## config.mk

```make
export PLATFORM = sky130hd
export DESIGN_NAME = hs_bus_top
export DESIGN_NICKNAME = d
export VERILOG_FILES = /design/src/rtl/hs_pkg.sv /design/src/rtl/hs_sync.sv /design/src/rtl/hs_master.sv /design/src/rtl/hs_slave.sv /design/src/rtl/hs_bus_top.sv
export SDC_FILE = /design/constraint.sdc
export NUM_CORES = 1
export LEC_CHECK = 0
export BUFFER_PORTS_ARGS = -buffer_cell sky130_fd_sc_hd__buf_2
export CAP_MARGIN = 10
export CELL_PAD_IN_SITES_DETAIL_PLACEMENT = 0
export CELL_PAD_IN_SITES_GLOBAL_PLACEMENT = 1
export CORE_MARGIN = 2
export CORE_UTILIZATION = 46
export CTS_CLUSTER_SIZE = 14
export DETAILED_ROUTE_END_ITERATION = 10
export GPL_TIMING_DRIVEN = 0
export PLACE_DENSITY = 0.72
export SETUP_SLACK_MARGIN = 0.3
export SKIP_CTS_REPAIR_TIMING = 1
export SLEW_MARGIN = 20
export SYNTH_ARGS = -nofsm -noshare
export SYNTH_HDL_FRONTEND = slang
export SYNTH_SLANG_ARGS = --single-unit
```

## constraint.sdc

```tcl
create_clock -name clk -period 2.48 [get_ports clk]
set_input_delay 0.248 -clock clk [delete_from_list [all_inputs] [get_ports clk]]
set_output_delay 0.248 -clock clk [all_outputs]
set_load 0.03 [all_outputs]
```

## src/rtl/hs_pkg.sv

```systemverilog
package hs_pkg;
  typedef enum logic [1:0] {
    M_IDLE  = 2'd0,
    M_SETUP = 2'd1,
    M_REQ   = 2'd2,
    M_REL   = 2'd3
  } m_state_t;
endpackage

```

## src/rtl/hs_sync.sv

```systemverilog
module hs_sync #(
  parameter int STAGES = 2
) (
  input  logic clk,
  input  logic rst,
  input  logic d,
  output logic q
);
  logic [STAGES-1:0] sr;

  generate
    if (STAGES == 1) begin : g_one
      always_ff @(posedge clk) begin
        if (rst) sr <= '0;
        else     sr <= d;
      end
    end else begin : g_many
      always_ff @(posedge clk) begin
        if (rst) sr <= '0;
        else     sr <= {sr[STAGES-2:0], d};
      end
    end
  endgenerate

  assign q = sr[STAGES-1];
endmodule

```

## src/rtl/hs_master.sv

```systemverilog
module hs_master
  import hs_pkg::*;
#(
  parameter int AW     = 4,
  parameter int DW     = 8,
  parameter int DECODE = 2,
  parameter int SYNC   = 2
) (
  input  logic          clk,
  input  logic          rst,
  input  logic          start,
  input  logic          wr_en,
  input  logic [AW-1:0] addr,
  input  logic [DW-1:0] wdata,
  output logic          busy,
  output logic          done,
  output logic [DW-1:0] rdata,
  output logic [AW-1:0] bus_addr,
  output logic          bus_wr,
  output logic [DW-1:0] bus_wdata,
  output logic          bus_req,
  input  logic          bus_ack,
  input  logic [DW-1:0] bus_rdata
);
  localparam int CW = (DECODE < 2) ? 1 : $clog2(DECODE);

  m_state_t      state;
  logic [CW-1:0] cnt;
  logic          ack_s;

  hs_sync #(.STAGES(SYNC)) ack_sync_i (
    .clk (clk),
    .rst (rst),
    .d   (bus_ack),
    .q   (ack_s)
  );

  always_ff @(posedge clk) begin
    if (rst) begin
      state     <= M_IDLE;
      cnt       <= '0;
      bus_req   <= 1'b0;
      busy      <= 1'b0;
      done      <= 1'b0;
      rdata     <= '0;
      bus_addr  <= '0;
      bus_wr    <= 1'b0;
      bus_wdata <= '0;
    end else begin
      done <= 1'b0;
      case (state)
        M_IDLE: begin
          if (start && !ack_s) begin
            bus_addr  <= addr;
            bus_wr    <= wr_en;
            bus_wdata <= wdata;
            busy      <= 1'b1;
            cnt       <= '0;
            state     <= M_SETUP;
          end
        end
        M_SETUP: begin
          if (cnt == CW'(DECODE - 1)) begin
            bus_req <= 1'b1;
            state   <= M_REQ;
          end else begin
            cnt <= cnt + 1'b1;
          end
        end
        M_REQ: begin
          if (ack_s) begin
            bus_req <= 1'b0;
            if (!bus_wr) rdata <= bus_rdata;
            state <= M_REL;
          end
        end
        M_REL: begin
          if (!ack_s) begin
            busy  <= 1'b0;
            done  <= 1'b1;
            state <= M_IDLE;
          end
        end
        default: state <= M_IDLE;
      endcase
    end
  end
endmodule

```

## src/rtl/hs_slave.sv

```systemverilog
module hs_slave #(
  parameter int AW   = 4,
  parameter int DW   = 8,
  parameter int SYNC = 2
) (
  input  logic          clk,
  input  logic          rst,
  input  logic [AW-1:0] bus_addr,
  input  logic          bus_wr,
  input  logic [DW-1:0] bus_wdata,
  input  logic          bus_req,
  output logic          bus_ack,
  output logic [DW-1:0] bus_rdata
);
  localparam int DEPTH = 1 << AW;

  logic          req_s;
  logic          roe;
  logic          cap;
  logic [DW-1:0] rd_q;
  logic [DW-1:0] mem [DEPTH];

  hs_sync #(.STAGES(SYNC)) req_sync_i (
    .clk (clk),
    .rst (rst),
    .d   (bus_req),
    .q   (req_s)
  );

  assign cap = req_s && !bus_ack;

  always_ff @(posedge clk) begin
    if (cap && bus_wr) mem[bus_addr] <= bus_wdata;
    rd_q <= mem[bus_addr];
  end

  always_ff @(posedge clk) begin
    if (rst) begin
      bus_ack <= 1'b0;
      roe     <= 1'b0;
    end else if (cap) begin
      bus_ack <= 1'b1;
      roe     <= !bus_wr;
    end else if (!req_s && bus_ack) begin
      bus_ack <= 1'b0;
      roe     <= 1'b0;
    end
  end

  assign bus_rdata = roe ? rd_q : '0;
endmodule

```

## src/rtl/hs_bus_top.sv

```systemverilog
module hs_bus_top #(
  parameter int AW     = 4,
  parameter int DW     = 8,
  parameter int DECODE = 2,
  parameter int SYNC   = 2
) (
  input  logic          clk,
  input  logic          rst,
  input  logic          start,
  input  logic          wr_en,
  input  logic [AW-1:0] addr,
  input  logic [DW-1:0] wdata,
  output logic          busy,
  output logic          done,
  output logic [DW-1:0] rdata,
  output logic          bus_req,
  output logic          bus_ack
);
  logic [AW-1:0] b_addr;
  logic          b_wr;
  logic [DW-1:0] b_wdata;
  logic [DW-1:0] b_rdata;

  hs_master #(.AW(AW), .DW(DW), .DECODE(DECODE), .SYNC(SYNC)) mst_i (
    .clk       (clk),
    .rst       (rst),
    .start     (start),
    .wr_en     (wr_en),
    .addr      (addr),
    .wdata     (wdata),
    .busy      (busy),
    .done      (done),
    .rdata     (rdata),
    .bus_addr  (b_addr),
    .bus_wr    (b_wr),
    .bus_wdata (b_wdata),
    .bus_req   (bus_req),
    .bus_ack   (bus_ack),
    .bus_rdata (b_rdata)
  );

  hs_slave #(.AW(AW), .DW(DW), .SYNC(SYNC)) slv_i (
    .clk       (clk),
    .rst       (rst),
    .bus_addr  (b_addr),
    .bus_wr    (b_wr),
    .bus_wdata (b_wdata),
    .bus_req   (bus_req),
    .bus_ack   (bus_ack),
    .bus_rdata (b_rdata)
  );
endmodule

```

-- Yosys cells after proc, flatten, opt, wreduce, memory -nomap -nowiden
Memory sizes are Yosys's and may differ from the RTL's. A register that Yosys moved wholly into a read port is not among the register bits.
Index checks and enable logic that the tools add are counted.
- bits in registers: 33
- logic and storage cells: 65
- RAM bits: 128
- memories kept: 1
- output and inout port bits: 12
- eq/ne operators: 7
- multiplexer cells: 21
- bitwise gates (word level): 2
- reductions and logical operators: 20
- $add $sub $neg: 1
- memory list (memory ; words ; width ; rd ports ; clocked after Yosys merged registers in ; wr ports ; RTL line ; RTL):
    slv_i.mem ; 16 ; 8 ; 1 ; 1 ; 1 ; hs_slave.sv:21 ; logic [DW-1:0] mem [DEPTH];
- operators by type and width (cell ; number):
    1-bit two-way mux ; 12
    3-bit AND reduction ; 3
    2-bit two-way mux ; 4
    8-bit two-way mux ; 1
    2-bit one-hot mux with 4 select lines ; 1
    2-bit nonzero test ; 4
    1-bit one-hot mux with 2 select lines ; 3
    2-bit equality test, second input constant ; 2
    1-bit logical AND ; 4
    1-bit logical NOT ; 4
    2-bit by 1-bit inequality test with 1-bit output, second input constant ; 2
    2-bit inequality test, second input constant ; 2
    2-bit AND reduction ; 2
    4-bit AND reduction ; 1
    2-bit by 1-bit equality test with 1-bit output, second input constant ; 1
    2-bit logical NOT ; 1
    1-bit NOT ; 2
    2-bit OR reduction ; 1
    1-bit adder, second input constant ; 1

-- Depth between registers and ports, before layout
- depth after elaboration: 5
- mapped depth: 7

-- By module
From an unflattened synthesis, not the netlist that was laid out.
- cell total of the unflattened synthesis: 398
- area total of the unflattened synthesis: 6546.3 µm²
- by module, submodules not included (module ; cells an instance ; instances ; sequential area each (µm²) ; area each (µm²)):
    hs_slave ; 250 ; 1 ; 4043.9 ; 5287.6
    hs_master ; 140 ; 1 ; 540.5 ; 1153.6
    hs_sync ; 4 ; 2 ; 40.0 ; 52.6

-- Least setup slack after synthesis
Ideal clock, no wire load.
- kind: reg2reg
- start point: register slv_i.bus_ack
- end point: memory slv_i.mem[0][0] (enable)
- cell stages (with the launch flop): 6
- data arrival time: 1.748 ns
- slack: 0.349 ns
- library setup time: 0.383 ns
- path buffers: 0
- path through: dfxtp_1 > inv_1 > ha_1 > nand2_1 > or3_1 > nor3_1
- cells in the longest elaborated chain, start to end: 5
- ends and longest elaborated chain (what ; RTL line ; RTL):
    start, declared ; hs_slave.sv:12 ; output logic bus_ack,
    start signal, assigned ; hs_slave.sv:39 ; bus_ack <= 1'b0;
    start signal, assigned ; hs_slave.sv:42 ; bus_ack <= 1'b1;
    start signal, assigned ; hs_slave.sv:45 ; bus_ack <= 1'b0;
    1-bit logical NOT ; hs_slave.sv:30 ; assign cap = req_s && !bus_ack;
    1-bit logical AND ; hs_slave.sv:30 ;
    via slv_i.cap ; hs_slave.sv:19 ; logic cap;
    1-bit logical AND ; hs_slave.sv:33 ; if (cap && bus_wr) mem[bus_addr] <= bus_wdata;
    1-bit two-way mux ; hs_slave.sv:33 ;
    1-bit two-way mux (not written as such) ; hs_slave.sv:33 ;
    end, declared ; hs_slave.sv:21 ;
The timed path passes the listed nets, and every way through them passes these cells.

-- Worst setup path in the final report
- start point: register mst_i.bus_addr[1]
- end point: memory slv_i.mem[1][1] (enable)
- RTL lines (what ; RTL line ; RTL):
    start, declared ; hs_master.sv:18 ; output logic [AW-1:0] bus_addr,
    start signal, assigned ; hs_master.sv:54 ; bus_addr <= addr;
Straight into the memory's write port.

==> impl_results.md <==
- Status: finished, final reports clean
- Global-route track usage on met2: 0.300
- Minimum clock period: 2.18 ns
- CP Cell Sequence: buf_2, clkbuf_2, nand4b_1, nor3_2
- Synth top area share: 0.592
- Die ar.: 15100 um^2
- Die width: 123 um
- Area contributors post-synth: edfxtp_1, dfxtp_1, mux4_1, mux4_2, nand2_1
- Cell taking the most area after synthesis: edfxtp_1
- Layout cell share with drive strength beyond 1: 0.225
- Clock sinks: 169
- Initial core utilization: 0.469
- H-tree levels: 4
- Chip height: 123 um
- Setup TNS: 0 ns
- Sequential-to-total area share from yosys stat: 0.719
- WL per Instance: 20.6 um
- WS Path Type: reg2reg
- Maximum fanout along the worst path: 10
- Relative slew slack: 0.482
- DP Wirelength: 8.32 mm
- CORE AREA: 13800 um^2
- Num ports: 28
- Post-Synthesis Net Count: 408
- Final Hold Fails: 0
- Max VDD drop: 540 uV
- Avg Cell Area, Syn: 16.9 um^2
- Synth warnings: 0
- PnR worst setup slack: 0.303 ns
- Top post-synthesis cells by count: edfxtp_1, nand2_1, dfxtp_1
- CTS tree: built
- Drt first pass iters: 5
- Post-synth EDFFs: 128
- # DRC: 0
- Initial DRC count: 266
- Nature of the critical path endpoint: flop
- Crit-path max cell delay: 0.68 ns
- Worst Tran Pin Value: 0.773 ns
- First-pass GRT wire length: 19.6 mm
- Crit path max-delay family: simple AND/OR/NAND/NOR gates
- Root Buffer: clkbuf_16
- Distinct cells, synth: 34
- RSZ-0062 raised after global routing: true
- Power density cells: 930 nW/um^2
- Row Count: 43
- GRT busiest layer: met2
- CP bufs+invs: 2
- Final net count: 456
- Synth async-reset ratio: 0
- Most common cell in the netlist: edfxtp_1
- Area grow syn2layout: 16.1%
- Clock slew at the register clock pins of the worst setup and hold paths: 0.06 ns
- GR Util met3: 0.0465
- Mapped Area: 6490 um^2
- Crit path launch type: flop
- Post-DRT Antenna Nets: 0
- Syn Inst Count: 384
- Met1 usage: 0.241
- IO Port Bufs: 27
- Max cap viols: 0
- Leak pwr: 2.57 nW
- CP max stage cell: nor3_2
- Max-slew violations: 0
- Via/cell ratio: 5.50
- Period utilization: 0.878
- Num CTS Buffers: 17
- Worst slack, placed: 0.0236 ns
- CP required: 2.55 ns
- Fmax: 459 MHz
- Worst Hold Class: in2reg
- N_diodes: 0
- Placer Congestion: 0.770
- Congestion Overflow GR: 0
- Clk_lat worst skew: 0.44 ns
- Routed vias: 3436
- Detailed Route WL: 12.8 mm
- Worst Path Arrival: 2.24 ns
- Synthesized flop and latch total: 169
- Initial antenna violation count: 0
- Number of global-route vias before repair: 3472
- Largest net degree at the start of global routing: 18
- Skew final: 0.0108 ns
- Prevailing post-synth register cell: edfxtp_1
- GRT Overall Usage: 0.187
- Buffer levels on the longest clock path: 2
- Final Setup Violations: 0
==> placed cells by master (no fill, tap or decap), types with 4 or more instances in the layout <==
cell type,instances
mux2i_1,4
edfxtp_1,128
nand2_1,46
dfxtp_1,41
nand2b_1,4
a22oi_1,16
buf_2,32
mux4_1,21
clkbuf_16,17
nand3_1,8
a21oi_1,23
ha_1,8
mux4_2,11
clkbuf_1,6
nor2_1,12
clkinv_2,5
inv_1,6
nor2b_1,5
nor2_2,7
==> final cells by class <==
class                      instances  area, um^2
sequential                       169        4660
clock buffer                      17         425
fill                            1081        6290
tap                              180         225
clock inverter                    15         151
timing repair buffer              29         163
inverter                           6        22.5
buffer                            20         144
multi-input combinational        189        1740
==> per-stage QoR <==
stage	power [mW]	util	hold slack, ns	cell area, um^2	std cells
2_1_floorplan	4.14	-	0.320	6490	384
3_3_place_gp	4.44	0.495	0.433	6850	591
3_5_place_dp	4.47	0.497	0.424	6870	591
4_1_cts	7.05	0.539	0.0233	7450	623
5_1_grt	7.26	0.545	0.0385	7530	625
6_report	7.01	0.545	0.0391	7530	625
==> kinds of logic after synthesis <==
group / share of synthesized area
AOI/OAI and AO/OA: 0.0428
adders and majority gates: 0.0154
buffers and inverters: 0.0253
DFF: 0.719
muxes: 0.129
and+or+nand+nor: 0.0683
==> worst reg2reg max path: cells and delay by family (launching register included) <==
family        cells  cell delay [ns]
simple gates      2             1.08
flops             1             0.29
buf+inv           2             0.44
==> registers in the layout (all words and copies together) (netlist names) <==
register,count
slv_i.roe,1
mst_i.bus_addr,4
slv_i.rd_q,8
slv_i.mem,128
mst_i.cnt,1
mst_i.state,2
slv_i.req_sync_i.sr,2
mst_i.done,1
mst_i.bus_wdata,8
mst_i.busy,1
mst_i.bus_wr,1
mst_i.bus_req,1
slv_i.bus_ack,1
mst_i.rdata,8
mst_i.ack_sync_i.sr,2
==> worst paths after layout <==
check | from | endpoint | slack [ns] | cells past startpoint
worst max-delay path | mst_i.bus_addr[1] | slv_i.mem[1][1] | 0.30 | 4
worst min-delay path | rst | slv_i.req_sync_i.sr[1] | 0.04 | 2
worst max register to register | mst_i.bus_addr[1] | slv_i.mem[1][1] | 0.30 | 4
worst min register to register | slv_i.req_sync_i.sr[0] | slv_i.req_sync_i.sr[1] | 0.44 | 1
==> metal layers <==
metal	share of wire	vias up
met5	0	-
met4	0.024	0
met3	0.046	21
met2	0.49	87
met1	0.44	1737
li1	-	1591
==> where the power goes <==
part / switching (mW) / internal, mW / total, mW
logic: 0.543 / 0.416 / 0.959
clock network: 1.11 / 1.48 / 2.60
registers: 0.188 / 3.27 / 3.45
total: 1.84 / 5.17 / 7.01
Note: power is estimated with default switching activity, not from simulation.
